File: src/rtl/irqc_pkg.sv
package irqc_pkg;
  typedef enum logic [1:0] {
    SEL_NONE = 2'd0,
    SEL_LO   = 2'd1,
    SEL_HI   = 2'd2
  } irqc_sel_e;
endpackage

File: src/rtl/irqc_decode.sv
module irqc_decode
  import irqc_pkg::*;
#(
  parameter int ADDR_W = 16,
  parameter int WIN_W  = 11,
  parameter logic [ADDR_W-1:0] LO_BASE = 16'h5000,
  parameter logic [ADDR_W-1:0] HI_BASE = 16'h5800
) (
  input  logic [ADDR_W-1:0] addr,
  output irqc_sel_e         sel
);
  localparam logic [ADDR_W-1:0] PAGE_MASK = {ADDR_W{1'b1}} << WIN_W;

  always_comb begin
    if ((addr & PAGE_MASK) == (LO_BASE & PAGE_MASK))      sel = SEL_LO;
    else if ((addr & PAGE_MASK) == (HI_BASE & PAGE_MASK)) sel = SEL_HI;
    else                                                  sel = SEL_NONE;
  end
endmodule

File: src/rtl/irqc_count.sv
module irqc_count
  import irqc_pkg::*;
#(
  parameter int DATA_W = 8
) (
  input  logic                clk,
  input  logic                rst_n,
  input  logic                tick,
  input  logic                wr_en,
  input  irqc_sel_e           sel,
  input  logic [DATA_W-1:0]   wdata,
  output logic [2*DATA_W-1:0] value,
  output logic                pend
);
  localparam int REG_W = 2 * DATA_W;
  localparam int CNT_W = REG_W - 1;
  localparam logic [CNT_W-1:0] TERM = {CNT_W{1'b1}};

  logic             run;
  logic [CNT_W-1:0] cnt;
  logic [CNT_W-1:0] cnt_inc;
  logic             do_wr;
  logic             do_cnt;

  assign run     = value[REG_W-1];
  assign cnt     = value[CNT_W-1:0];
  assign cnt_inc = cnt + CNT_W'(1);
  assign do_wr   = wr_en && (sel != SEL_NONE);
  assign do_cnt  = tick && run && (cnt != TERM);

  always_ff @(posedge clk or negedge rst_n) begin
    if (!rst_n) begin
      value <= '0;
      pend  <= 1'b0;
    end else if (do_wr) begin
      if (sel == SEL_LO) value[DATA_W-1:0]     <= wdata;
      else               value[REG_W-1:DATA_W] <= wdata;
      pend <= 1'b0;
    end else if (do_cnt) begin
      value[CNT_W-1:0] <= cnt_inc;
      if (cnt_inc == TERM) pend <= 1'b1;
    end
  end

  // a stopped counter does not move
  a_r3_hold_stopped: assert property (@(posedge clk) disable iff (!rst_n)
    (!do_wr && (!tick || !run)) |=> $stable(value));
  // the flag only rises once the terminal value is reached
  a_r4_pend_at_term: assert property (@(posedge clk) disable iff (!rst_n)
    $rose(pend) |-> (cnt == TERM));
  // the count freezes at the terminal value
  a_r4_freeze: assert property (@(posedge clk) disable iff (!rst_n)
    (!do_wr && cnt == TERM) |=> $stable(value));
  // a write acknowledges
  a_r5_ack: assert property (@(posedge clk) disable iff (!rst_n)
    do_wr |=> !pend);
  // the write takes priority over a count
  a_r9_write_wins: assert property (@(posedge clk) disable iff (!rst_n)
    (do_wr && sel == SEL_LO) |=> (value[DATA_W-1:0] == $past(wdata)));
endmodule

File: src/rtl/irqc_timer.sv
module irqc_timer
  import irqc_pkg::*;
#(
  parameter int ADDR_W = 16,
  parameter int DATA_W = 8,
  parameter int WIN_W  = 11,
  parameter logic [ADDR_W-1:0] LO_BASE = 16'h5000,
  parameter logic [ADDR_W-1:0] HI_BASE = 16'h5800
) (
  input  logic              clk,
  input  logic              rst_n,
  input  logic              cpu_tick,
  input  logic [ADDR_W-1:0] bus_addr,
  input  logic [DATA_W-1:0] bus_wdata,
  input  logic              bus_we,
  output logic [DATA_W-1:0] bus_rdata,
  output logic              irq
);
  localparam int REG_W = 2 * DATA_W;

  irqc_sel_e        sel;
  logic [REG_W-1:0] value;
  logic             pend;

  irqc_decode #(
    .ADDR_W(ADDR_W), .WIN_W(WIN_W), .LO_BASE(LO_BASE), .HI_BASE(HI_BASE)
  ) u_decode (
    .addr(bus_addr),
    .sel (sel)
  );

  irqc_count #(.DATA_W(DATA_W)) u_count (
    .clk  (clk),
    .rst_n(rst_n),
    .tick (cpu_tick),
    .wr_en(bus_we),
    .sel  (sel),
    .wdata(bus_wdata),
    .value(value),
    .pend (pend)
  );

  always_comb begin
    case (sel)
      SEL_LO:  bus_rdata = value[DATA_W-1:0];
      SEL_HI:  bus_rdata = value[REG_W-1:DATA_W];
      default: bus_rdata = '0;
    endcase
  end

  assign irq = pend;

  // the interrupt stays high until a write to a window
  a_r6_irq_held: assert property (@(posedge clk) disable iff (!rst_n)
    (irq && !(bus_we && sel != SEL_NONE)) |=> irq);
  // a write outside the windows leaves the register alone
  a_r10_outside: assert property (@(posedge clk) disable iff (!rst_n)
    (bus_we && sel == SEL_NONE && !cpu_tick) |=> $stable(value));
endmodule

File: config.mk
export PLATFORM = sky130hd
export DESIGN_NAME = irqc_timer
export DESIGN_NICKNAME = d
export VERILOG_FILES = /design/src/rtl/irqc_pkg.sv /design/src/rtl/irqc_decode.sv /design/src/rtl/irqc_count.sv /design/src/rtl/irqc_timer.sv
export SDC_FILE = /design/constraint.sdc
export NUM_CORES = 1
export LEC_CHECK = 0
export ABC_AREA = 0
export BUFFER_PORTS_ARGS = -buffer_cell sky130_fd_sc_hd__clkbuf_2
export CORE_UTILIZATION = 57
export DETAILED_ROUTE_END_ITERATION = 7
export GPL_ROUTABILITY_DRIVEN = 0
export PLACE_DENSITY = 0.95
export RECOVER_POWER = 25
export SYNTH_ARGS = -nofsm -noshare
export SYNTH_HDL_FRONTEND = slang
export SYNTH_SLANG_ARGS = --single-unit
File: constraint.sdc
create_clock -name clk -period 3.67 [get_ports clk]
set_input_delay 0.734 -clock clk [delete_from_list [all_inputs] [get_ports clk]]
set_output_delay 0.734 -clock clk [all_outputs]
set_load 0.05 [all_outputs]
==> impl_summary.log <==
INFO  metric outcome = finished, final reports clean
INFO  metric setup_repair_after_global_routing_missed_its_margin = no
INFO  metric fin_crit = 2.35 ns
INFO  metric placement.io_buffers = 25
INFO  metric cp-start-kind = primary input
INFO  metric crit-reg2reg-launch = u_count.value[1]
INFO  metric cts_made_buffers = 3
INFO  metric finalSetupViolCount = 0
INFO  metric sinks_on_the_clock_net = 17
INFO  metric report.final.slew_viol_count = 0
INFO  metric groute.layer.met1.usage = 38.5%
INFO  metric timing.critical_path.slowest_cell_delay = 0.62 ns
INFO  metric final_design_area_no_fill = 1600 um2
INFO  metric cts.htree.levels = 1
INFO  metric num-nets-final = roughly 220
INFO  metric num_rows = 18
INFO  metric wire_per_inst = 18.0 um
INFO  metric global_route.usage.met2 = 51.5%
INFO  metric drive_gt1_share = 24.1%
INFO  metric multi_input_comb_area = 951 um2
INFO  metric total_power_divided_by_cell_area = 441 nW/um2
INFO  metric horiz_die_dim = 53.0 um
INFO  metric grt_pass1_vias = between 1000 and 1500
INFO  metric timing.reg2reg.worst_path_depth = 6
INFO  metric crit_path_max_fanout = 18
INFO  metric r2r_end = u_count.value[12]
INFO  metric fmax = about 430 MHz
INFO  metric dr_total_vias = between 1500 and 2000
INFO  metric critPathRequiredTime = 3.87 ns
INFO  metric tightest_slew = approximately 0.94 ns
INFO  metric arrival = 2.54 ns
INFO  metric wirelength = 3.98 mm
INFO  metric synth-seq-area-share = 28.7%
INFO  metric grt_use_total = a little under a third
INFO  metric register_to_register_setup_slack = 1.42 ns
INFO  metric insertedDiodeCount = 0
INFO  metric synthToLayoutAreaGrowth = 8.20%
INFO  metric top_usage_layer = met2
INFO  metric first_pass_iteration_count_of_the_detailed_router = 4
INFO  metric grt_first_pass_wirelength = 6.21 mm
INFO  metric post_synth_xor_area_fraction = 1.18%
INFO  metric relSlewSlack = around 37%
INFO  metric pin_count_of_the_biggest_net_entering_global_routing = 19
INFO  metric synth_edf_count = 0
INFO  metric insertion_delay = 0.30 ns
INFO  metric clock_slew_at_reported_path_ffs = ~0.090 ns
INFO  metric yosys.area_share.simple = between 20% and 30%
INFO  metric finClkSkew = between 0.0005 and 0.0006 ns
INFO  metric fin_setup_tns = 0 ns
INFO  metric synth_fp_nets = 203
INFO  metric placement.cell_area = 1580 um2
INFO  metric floorplan.initialDensity = approximately 60%
INFO  metric root_buffer = clkbuf_4
INFO  metric register_area = around 430 um2
INFO  metric worst-setup-path-type = in2reg
INFO  metric critical-path-top-delay-family = simple AND/OR/NAND/NOR gates
INFO  metric synthesis.instances = 173
INFO  metric synth_seq_cells = 17
INFO  metric core = 2450 um2
INFO  metric dominant_combinational_cell_family_by_area_after_synthesis = compound AO/OA/AOI/OAI gates
INFO  metric netlist_area = ~1500 um2
INFO  metric cp.buffers_inverters = 3
INFO  metric syn_area_per_cell = 8.56 um2
INFO  metric maximum_ir_drop_on_the_vdd_rail = between 0.4 and 0.5 mV
INFO  metric critPathCaptureType = register
INFO  metric via_per_instance_ratio = 6.89
INFO  metric postCtsHoldBufs = 0
INFO  metric cts_tree = built
INFO  metric mux_share_of_post_synthesis_cell_area = roughly 6.2%
INFO  metric gr_met3_demand_resource = 5.17%
INFO  metric max-cap-violations = 0
INFO  metric critical_path.cell_chain = clkbuf_2 > nand4bb_1 > buf_4 > or2_0 > buf_4 > nand2_1 > o22a_1 > o22a_1
INFO  metric pin_count = 37
INFO  metric remaining_drc_errors = 0
INFO  metric drt.antenna.violating_nets = 0
INFO  metric initialDrtViolationCount = 79
INFO  metric critPathSlowestCell = or2_0
INFO  metric hold_class = in2async
INFO  metric post_synthesis_share_of_cell_area_spent_on_full_adders_half_adders_and_majority_gates = 1.69%
INFO  metric hold_ws = 0.548 ns
INFO  metric finalCoreUtilization = 65.2%
INFO  metric grt_antenna_before_repair = 0
INFO  metric dp_hpwl = 2.96 mm
INFO  metric leakage_power_figure = 0.000671 uW
INFO  metric synth-compound-area-share = ~30%
INFO  metric fin_crit_sh = 64.0%
INFO  metric die_area = 2800 um2
INFO  metric dieHeight = 53.0 um
INFO  metric clk_path_buf_depth = 2
INFO  metric synthDistinctLibCells = 55
INFO  metric cts_post_setup_buffers_inserted = 0
INFO  metric grt.overflow.total = 0
INFO  metric synth_flop_cell = dfrtp_1
INFO  metric finalHoldViolations = 0
INFO  metric fill_cells = 208
INFO  metric share_of_flip_flops_with_an_asynchronous_set_or_reset_after_synthesis = between 90% and 100%
INFO  metric cts_resized = 0
INFO  metric synth.yosys.warnings = 0
==> cells by family after synthesis <==
logic type / count (synthesis)
multiplexers: 9
buffers and inverters: 18
adder cells (fa/ha/maj): 2
flip-flops: 17
AO/OA/AOI/OAI: 58
AND/OR/NAND/NOR: 67
XOR/XNOR: 2
==> routing by layer <==
layer	vias to the layer above	share of wire, %	routed length [um]
met4	0	3.0	121
li1	693	-	-
met1	714	39	1570
met2	98	48	1920
met5	-	0	0
met3	17	9.3	369
==> how the worst max path moves through the flow <==
| stage | startpoint | to | slack, ns | cells after the start |
|---|---|---|---|---|
| final | bus_addr[13] | u_count.value[9] | 1.32 | 8 |
| after global routing | bus_addr[15] | u_count.value[9] | 1.22 | 8 |
| after global placement | bus_addr[13] | u_count.value[9] | 1.11 | 8 |
| after CTS | bus_addr[13] | bus_rdata[6] | 1.32 | 5 |
| after detailed placement | bus_addr[13] | u_count.value[9] | 1.05 | 8 |
| after floorplan | bus_addr[13] | bus_rdata[0] | 1.16 | 3 |
==> power breakdown <==
part	total (uW)	leakage [uW]	switching [uW]	internal (uW)
Combinational	258	0.000439	145	113
Clock	101	0.0000150	58.9	42.4
Sequential	347	0.000217	116	231
==> flip-flops by register name, indices dropped and copies added (netlist names) <==
name and count:
u_count.value 16, u_count.pend 1
==> Yosys cell counts, drive strengths merged, types with 2 or more instances <==
library cell / count / area share (%)
a2bb2oi: 5 / 3.4
nand2: 17 / 4.3
a21oi: 13 / 4.4
a22oi: 2 / 1.0
nor3: 2 / 0.68
inv: 4 / 1.0
a31oi: 2 / 0.85
o32ai: 2 / 1.2
and3: 2 / 0.93
nand4: 4 / 2.1
nor4: 4 / 3.1
and2: 2 / 0.85
o21ai: 9 / 3.0
nand3: 10 / 4.2
buf: 12 / 5.5
mux2i: 8 / 5.4
o211ai: 3 / 1.5
dfrtp: 17 / 29
or2: 2 / 1.0
o2bb2a: 2 / 2.7
nor2: 18 / 4.6
o22ai: 3 / 1.3
clkbuf: 2 / 0.51
o22a: 7 / 4.2
ha: 2 / 1.7
==> placed cells by master, fill, tap and decap left out, drive strengths merged, types with 3 or more instances in the layout <==
master and n:
clkbuf 29, nor2 18, nand2 17, dfrtp 17, a21oi 13, nand3 10, o21ai 9, mux2i 8
o22a 7, a2bb2oi 5, inv 4, nand4 4, nor4 4, o211ai 3, o22ai 3, buf 3
==> through the flow <==
| step | power [uW] | setup WS [ns] | std cells |
|---|---|---|---|
| final | 707 | 1.32 | 221 |
| after global routing | 744 | 1.22 | 221 |
| after CTS | 700 | 1.32 | 221 |
| after detailed placement | 600 | 1.05 | 217 |
| after global placement | 581 | 1.11 | 217 |
| after floorplan | 538 | 1.16 | 173 |
==> area by class of cell <==
| cell class | instances | share of cell area (%) |
|---|---|---|
| Timing Repair Buffer | 28 | 9.14 |
| Clock buffer | 4 | 1.64 |
| Multi-Input combinational cell | 138 | 59.4 |
| Inverter | 4 | 0.937 |
| Sequential cell | 17 | 26.6 |
| Tap cell | 30 | 2.34 |
No activity file was read; power rests on OpenSTA's default activity.
